<file path="src/rtl/txbuf_pkg.sv">
package txbuf_pkg;
  localparam logic [1:0] MODE_STREAM = 2'b10;

  localparam logic [2:0] RATE_2M   = 3'b110;
  localparam logic [2:0] RATE_1M   = 3'b101;
  localparam logic [2:0] RATE_500K = 3'b100;
  localparam logic [2:0] RATE_250K = 3'b011;
  localparam logic [2:0] RATE_125K = 3'b010;
  localparam logic [2:0] RATE_RST  = RATE_250K;

  function automatic logic is_stream(input logic [1:0] mode);
    return mode == MODE_STREAM;
  endfunction

  function automatic logic rate_code_valid(input logic [2:0] code);
    case (code)
      RATE_2M, RATE_1M, RATE_500K, RATE_250K, RATE_125K: return 1'b1;
      default: return 1'b0;
    endcase
  endfunction
endpackage

</file>
<file path="src/rtl/txbuf_slots.sv">
module txbuf_slots #(
  parameter int NUM_BUF = 2,
  localparam int PTR_W = (NUM_BUF > 1) ? $clog2(NUM_BUF) : 1
) (
  input  logic             clk_i,
  input  logic             rst_ni,
  input  logic             stream_i,
  input  logic             commit_req_i,
  input  logic             done_i,
  output logic [NUM_BUF-1:0] busy_o,
  output logic [PTR_W-1:0] wr_ptr_o,
  output logic [PTR_W-1:0] tx_ptr_o,
  output logic             commit_o,
  output logic             release_o,
  output logic             wr_slot_busy_o,
  output logic             next_free_o
);
  localparam logic [PTR_W-1:0] LAST = PTR_W'(NUM_BUF - 1);

  function automatic logic [PTR_W-1:0] nxt(input logic [PTR_W-1:0] p);
    return (p == LAST) ? '0 : p + PTR_W'(1);
  endfunction

  logic [NUM_BUF-1:0] busy_q;
  logic [PTR_W-1:0]   wr_ptr_q, tx_ptr_q;

  assign commit_o       = commit_req_i & ~busy_q[wr_ptr_q];
  assign release_o      = done_i & busy_q[tx_ptr_q];
  assign wr_slot_busy_o = busy_q[wr_ptr_q];
  assign next_free_o    = ~busy_q[nxt(wr_ptr_q)];

  for (genvar i = 0; i < NUM_BUF; i++) begin : g_slot
    logic set_s, clr_s;
    assign set_s = commit_o  && (wr_ptr_q == PTR_W'(i));
    assign clr_s = release_o && (tx_ptr_q == PTR_W'(i));
    always_ff @(posedge clk_i or negedge rst_ni) begin
      if (!rst_ni)    busy_q[i] <= 1'b0;
      else if (set_s) busy_q[i] <= 1'b1;
      else if (clr_s) busy_q[i] <= 1'b0;
    end
  end

  // packet mode parks both pointers on half 0 whenever idle
  always_ff @(posedge clk_i or negedge rst_ni) begin
    if (!rst_ni) begin
      wr_ptr_q <= '0;
      tx_ptr_q <= '0;
    end else if (!stream_i) begin
      if (busy_q == '0) begin
        wr_ptr_q <= '0;
        tx_ptr_q <= '0;
      end
    end else begin
      if (commit_o)  wr_ptr_q <= nxt(wr_ptr_q);
      if (release_o) tx_ptr_q <= nxt(tx_ptr_q);
    end
  end

  assign busy_o   = busy_q;
  assign wr_ptr_o = wr_ptr_q;
  assign tx_ptr_o = tx_ptr_q;
endmodule

</file>
<file path="src/rtl/txbuf_flags.sv">
module txbuf_flags (
  input  logic clk_i,
  input  logic rst_ni,
  input  logic stream_i,
  input  logic host_wr_i,
  input  logic commit_i,
  input  logic next_free_i,
  input  logic release_i,
  input  logic wr_slot_busy_i,
  input  logic ovf_clr_i,
  output logic empty_o,
  output logic irq_o,
  output logic ovf_o
);
  logic empty_q, irq_q, ovf_q;
  logic ovf_hit;

  assign ovf_hit = stream_i & host_wr_i & wr_slot_busy_i;

  always_ff @(posedge clk_i or negedge rst_ni) begin
    if (!rst_ni) begin
      empty_q <= 1'b1;
      irq_q   <= 1'b0;
      ovf_q   <= 1'b0;
    end else begin
      irq_q <= release_i;
      if (host_wr_i)                                empty_q <= 1'b0;
      else if (release_i)                           empty_q <= 1'b1;
      else if (stream_i && commit_i && next_free_i) empty_q <= 1'b1;
      if (ovf_hit)        ovf_q <= 1'b1;
      else if (ovf_clr_i) ovf_q <= 1'b0;
    end
  end

  assign empty_o = empty_q;
  assign irq_o   = irq_q;
  assign ovf_o   = ovf_q;
endmodule

</file>
<file path="src/rtl/txbuf_rate.sv">
module txbuf_rate
  import txbuf_pkg::*;
#(
  parameter int RATE_W = 3
) (
  input  logic              clk_i,
  input  logic              rst_ni,
  input  logic              wr_i,
  input  logic [RATE_W-1:0] code_i,
  output logic [RATE_W-1:0] code_o,
  output logic              invalid_o
);
  logic [RATE_W-1:0] code_q;

  always_ff @(posedge clk_i or negedge rst_ni) begin
    if (!rst_ni)   code_q <= RATE_W'(RATE_RST);
    else if (wr_i) code_q <= code_i;
  end

  assign code_o    = code_q;
  assign invalid_o = ~rate_code_valid(3'(code_q));
endmodule

</file>
<file path="src/rtl/txbuf_status_ctrl.sv">
module txbuf_status_ctrl
  import txbuf_pkg::*;
#(
  parameter int NUM_BUF = 2,
  parameter int RATE_W  = 3,
  localparam int PTR_W  = (NUM_BUF > 1) ? $clog2(NUM_BUF) : 1
) (
  input  logic              clk_i,
  input  logic              rst_ni,
  input  logic [1:0]        mode_i,
  input  logic              host_wr_i,
  input  logic              start_set_i,
  input  logic              tx_done_i,
  input  logic              ovf_clr_i,
  input  logic              rate_wr_i,
  input  logic [RATE_W-1:0] rate_i,
  output logic              buf_empty_o,
  output logic              tx_busy_o,
  output logic              tx_irq_o,
  output logic              ovf_irq_o,
  output logic [PTR_W-1:0]  wr_buf_o,
  output logic [PTR_W-1:0]  tx_buf_o,
  output logic [RATE_W-1:0] rate_o,
  output logic              rate_invalid_o
);
  logic               stream;
  logic [NUM_BUF-1:0] busy;
  logic               commit, release_ev, wr_slot_busy, next_free;

  assign stream = is_stream(mode_i);

  txbuf_slots #(.NUM_BUF(NUM_BUF)) u_slots (
    .clk_i          (clk_i),
    .rst_ni         (rst_ni),
    .stream_i       (stream),
    .commit_req_i   (start_set_i),
    .done_i         (tx_done_i),
    .busy_o         (busy),
    .wr_ptr_o       (wr_buf_o),
    .tx_ptr_o       (tx_buf_o),
    .commit_o       (commit),
    .release_o      (release_ev),
    .wr_slot_busy_o (wr_slot_busy),
    .next_free_o    (next_free)
  );

  txbuf_flags u_flags (
    .clk_i          (clk_i),
    .rst_ni         (rst_ni),
    .stream_i       (stream),
    .host_wr_i      (host_wr_i),
    .commit_i       (commit),
    .next_free_i    (next_free),
    .release_i      (release_ev),
    .wr_slot_busy_i (wr_slot_busy),
    .ovf_clr_i      (ovf_clr_i),
    .empty_o        (buf_empty_o),
    .irq_o          (tx_irq_o),
    .ovf_o          (ovf_irq_o)
  );

  txbuf_rate #(.RATE_W(RATE_W)) u_rate (
    .clk_i     (clk_i),
    .rst_ni    (rst_ni),
    .wr_i      (rate_wr_i),
    .code_i    (rate_i),
    .code_o    (rate_o),
    .invalid_o (rate_invalid_o)
  );

  assign tx_busy_o = |busy;
endmodule

</file>
<file path="config.mk">
export PLATFORM = sky130hd
export DESIGN_NAME = txbuf_status_ctrl
export DESIGN_NICKNAME = d
export VERILOG_FILES = /design/src/rtl/txbuf_pkg.sv /design/src/rtl/txbuf_slots.sv /design/src/rtl/txbuf_flags.sv /design/src/rtl/txbuf_rate.sv /design/src/rtl/txbuf_status_ctrl.sv
export SDC_FILE = /design/constraint.sdc
export NUM_CORES = 1
export LEC_CHECK = 0
export ABC_AREA = 1
export BUFFER_PORTS_ARGS = -buffer_cell sky130_fd_sc_hd__buf_4
export CAP_MARGIN = 20
export CORE_AREA = 5 5 42 44
export CTS_CLUSTER_DIAMETER = 80
export CTS_CLUSTER_SIZE = 8
export DETAILED_ROUTE_END_ITERATION = 7
export DIE_AREA = 0 0 47 49
export PLACE_DENSITY = 0.67
export SLEW_MARGIN = 20
export SYNTH_ARGS = -nofsm -noshare
export SYNTH_HDL_FRONTEND = slang
export SYNTH_HIERARCHICAL = 1
export SYNTH_SLANG_ARGS = --single-unit
export TNS_END_PERCENT = 100
</file>
<file path="constraint.sdc">
create_clock -name clk_i -period 1.1 [get_ports clk_i]
set_input_delay 0.11 -clock clk_i [delete_from_list [all_inputs] [get_ports clk_i]]
set_output_delay 0.11 -clock clk_i [all_outputs]
set_load 0.1 [all_outputs]
</file>
==> results.py <==
metrics = {
    "outcome": {
        "outcome": "finished, violations left",
        "failed_checks": "setup timing",
    },
    "power_and_ir_drop": {
        "ir_drop_uv": 1911,
        "power_switching_mw": 1.547,
        "sw_frac_of_total_pct": 50.66,
        "p_int_mw": 1.507,
        "p_comb_share_pct": 70.3,
        "p_leak_nw": 0.5081,
        "pwr-share-clk_pct": 8.6,
        "seq_power_share_pct": 21.1,
        "p_total_mw": 3.054,
        "power_density_mw_per_mm2": 2944,
    },
    "sta": {
        "tightest_slew_ps": 282.8,
        "setup_viol": 9,
        "relSlewSlack_pct": 81.13,
        "finalCritPeriodShare_pct": 121.8,
        "skew_ps": 2.402,
        "rsz0062_at_grt": "yes",
        "max_freq_mhz": 746.5,
        "period_needed_ps": 1340,
        "maxSlewViolCount": 0,
        "hold_violations": 0,
        "fin_ws_ps": -239.6,
    },
    "cells_and_area": {
        "final_core_util_pct": 74.02,
        "multi_input_area_sq_um": 281.5,
        "diodes": 0,
        "final-seq-area_sq_um": 271.5,
        "layout-drive-gt1-share_pct": 61.68,
        "area_delta_synth_final_pct": 102.7,
        "fillers": 113,
        "finish.net_count": 120,
    },
    "global_route": {
        "grt_max_degree": 11,
        "use_met2_pct": 22.85,
        "gr-max-usage-layer": "met2",
        "grt_use_total_pct": 15.07,
        "grt_pass1_vias": 575,
        "met3_usage_pct": 3.690,
        "grt_pass1_wl_mm": 2.532,
        "antenna_found_initial": 0,
        "grtUsageMet1_pct": 20.14,
        "grt_remaining_overflow": 0,
    },
    "clocking": {
        "cts-root-buf": "clkbuf_4",
        "cts_tree": "done",
        "cts.sinks": 10,
        "worstSkewPairLatency_ps": 260,
        "cts_buffers": 3,
        "clk_pin_slew_worst_paths_ps": 60,
        "cts_max_level": 1,
        "cts_buffer_depth": 2,
    },
    "worst_setup_path": {
        "worstReg2RegStart": "u_slots/wr_ptr_o$_DFFE_PN0P_",
        "startpoint": "u_rate/code_o[1]$_DFFE_PN1P_",
        "endpoint": "rate_invalid_o",
        "cp_max_fo": 3,
        "crit_cells": 3,
        "rr_worst_depth": 7,
        "worst-r2r-setup-slack_ps": -30,
        "crit_type": "register to output pin",
        "arrival_ps": 1230,
        "worstPathCellList": "nand3_4 > nand2_8 > buf_12",
        "end_kind": "output pin",
        "crit_buf_inv": 1,
        "cpPeakStageDelay_ps": 640,
        "slowest_stage": "dfstp_4",
        "path_delay_family": "flip-flops",
        "cp-start-kind": "register",
        "worstPathRequired_ps": 990,
        "regToRegEndpoint": "u_flags/empty_o$_DFFE_PN1P_",
    },
    "die": {
        "core_area_sq_mm": 0.001401,
        "dieArea_sq_mm": 0.002303,
        "start_util_pct": 36.52,
        "die_x_um": 47,
        "rows": 14,
        "fp.dieH_um": 49,
        "io-pin-count": 22,
    },
    "drt": {
        "ant_nets": 0,
        "firstDrtPassIters": 4,
        "drc_errors": 0,
        "wirelength_mm": 1.559,
        "avgViaCountPerCell": 4.593,
        "drt_iter0_drc": 5,
        "wl_per_cell_um": 12.67,
        "num_vias": 565,
    },
    "yosys": {
        "avgSynthCellArea_sq_um": 7.526,
        "synth_fp_nets": 80,
        "synth_seq_cells": 10,
        "synthCells": 68,
        "synth_cell_types": 14,
        "yosysSeqAreaShare_pct": 49.63,
        "synth_warnings": 6,
        "syn-cell-area_sq_um": 511.7,
    },
    "hold_path": {
        "hold_path_class": "input pin to register",
    },
    "placed_design": {
        "gp_congestion": 0.7315,
        "numPortBuffers": 21,
        "hpwl_mm": 1.002,
        "place_ws_ps": -91.96,
    },
    "run": {
        "maxCapViolations": 0,
    },
}
==> per-stage QoR <==
step / cell area, sq um / setup TNS, ps / hold slack [ps] / instances
after floorplan: 568.0 / -355.2 / -185.6 / 68
after global placement: 783.3 / -91.17 / -52.37 / 110
after detailed placement: 783.3 / -142.3 / -52.06 / 110
after CTS: 974.7 / -891.8 / 12.30 / 121
after global routing: 1037 / -1264 / 8.206 / 123
final: 1037 / -820.7 / 18.64 / 123
==> area by class of cell <==
| type | instances | share of cell area, % |
|---|---|---|
| Timing Repair Buffer | 35 | 36.79 |
| Multi-Input combinational cell | 43 | 27.14 |
| Sequential cell | 10 | 26.18 |
| Inverter | 15 | 5.428 |
| Clock buffer | 4 | 2.533 |
| Tap cell | 16 | 1.930 |
==> flip-flops by register name (all words and copies together) (netlist names) <==
name,flops
u_flags/irq_o,1
u_flags/empty_o,1
u_slots/tx_ptr_o,1
u_flags/ovf_o,1
u_rate/code_o,3
u_slots/busy_o,2
u_slots/wr_ptr_o,1
==> cell families (layout without fill, tap and decap cells) <==
group                  Yosys count  count (layout)  share of synthesized area [%]
and+or+nand+nor                 38              38                          33.01
buffers and inverters           15              54                          11.00
DFF                             10              10                          49.63
AOI/OAI and AO/OA                5               5                          6.357
==> synthesized netlist by cell type <==
cell type   n  area share (%)
nand3_1     6             5.9
nor2_2      1             1.2
o2bb2ai_1   2             3.4
nand2_2     2             2.4
nor2_1      4             2.9
o21ai_0     2             2.0
nand3_2     1             2.0
a21oi_1     1            0.98
nand2_1    22              16
inv_2       1            0.73
dfstp_2     3              15
inv_1      14              10
nand4_1     2             2.4
dfrtp_1     7              34
==> layout by cell type, fill, tap and decap left out, drive strengths merged <==
master       count
a21oi            1
buf             33
clkbuf           4
dfrtp            7
dfstp            3
dlygate4sd3      2
inv             15
nand2           24
nand3            7
nand4            2
nor2             5
o21ai            2
o2bb2ai          2
==> repair_timing <==
item	CTS	global route
setup buffers	5	2
setup endpoints to repair	9	10
hold endpoints to repair	11	0
hold buffers	2	0
resized for setup	32	13
pin swaps	6	12
==> power groups by stage <==
stage,sequential (mW),combinational [mW],clock (mW)
5_1_grt,0.661,2.25,0.298
2_1_floorplan,1.21,0.525,0
3_3_place_gp,0.612,1.52,0
4_1_cts,0.635,1.90,0.274
3_5_place_dp,0.614,1.53,0
6_report,0.645,2.15,0.262
==> routing by layer <==
metal / share of wire, % / up-vias
li1: - / 288
met1: 43 / 269
met2: 53 / 6
met3: 3.0 / 2
met4: 0.51 / 0
met5: 0 / -
==> worst reg2reg max path: stages (launching register included) <==
cell and delay, ps:
dfrtp_4 500, nor2_2 100, inv_2 50, nand2_2 70, inv_2 40, nor2_2 70
nand3_1 90, a21oi_2 140
==> worst min-delay path by stage <==
stage               startpoint  cells after the start                             to
detailed placement      rst_ni                      1  u_slots/busy_o[1]$_DFFE_PN0P_
global placement        rst_ni                      1        u_flags/irq_o$_DFF_PN0_
floorplan               rst_ni                      0        u_flags/irq_o$_DFF_PN0_
finish               ovf_clr_i                      2      u_flags/ovf_o$_DFFE_PN0P_
CTS                  ovf_clr_i                      2      u_flags/ovf_o$_DFFE_PN0P_
global route         ovf_clr_i                      2      u_flags/ovf_o$_DFFE_PN0P_
Power figures use the tool's default switching activity.
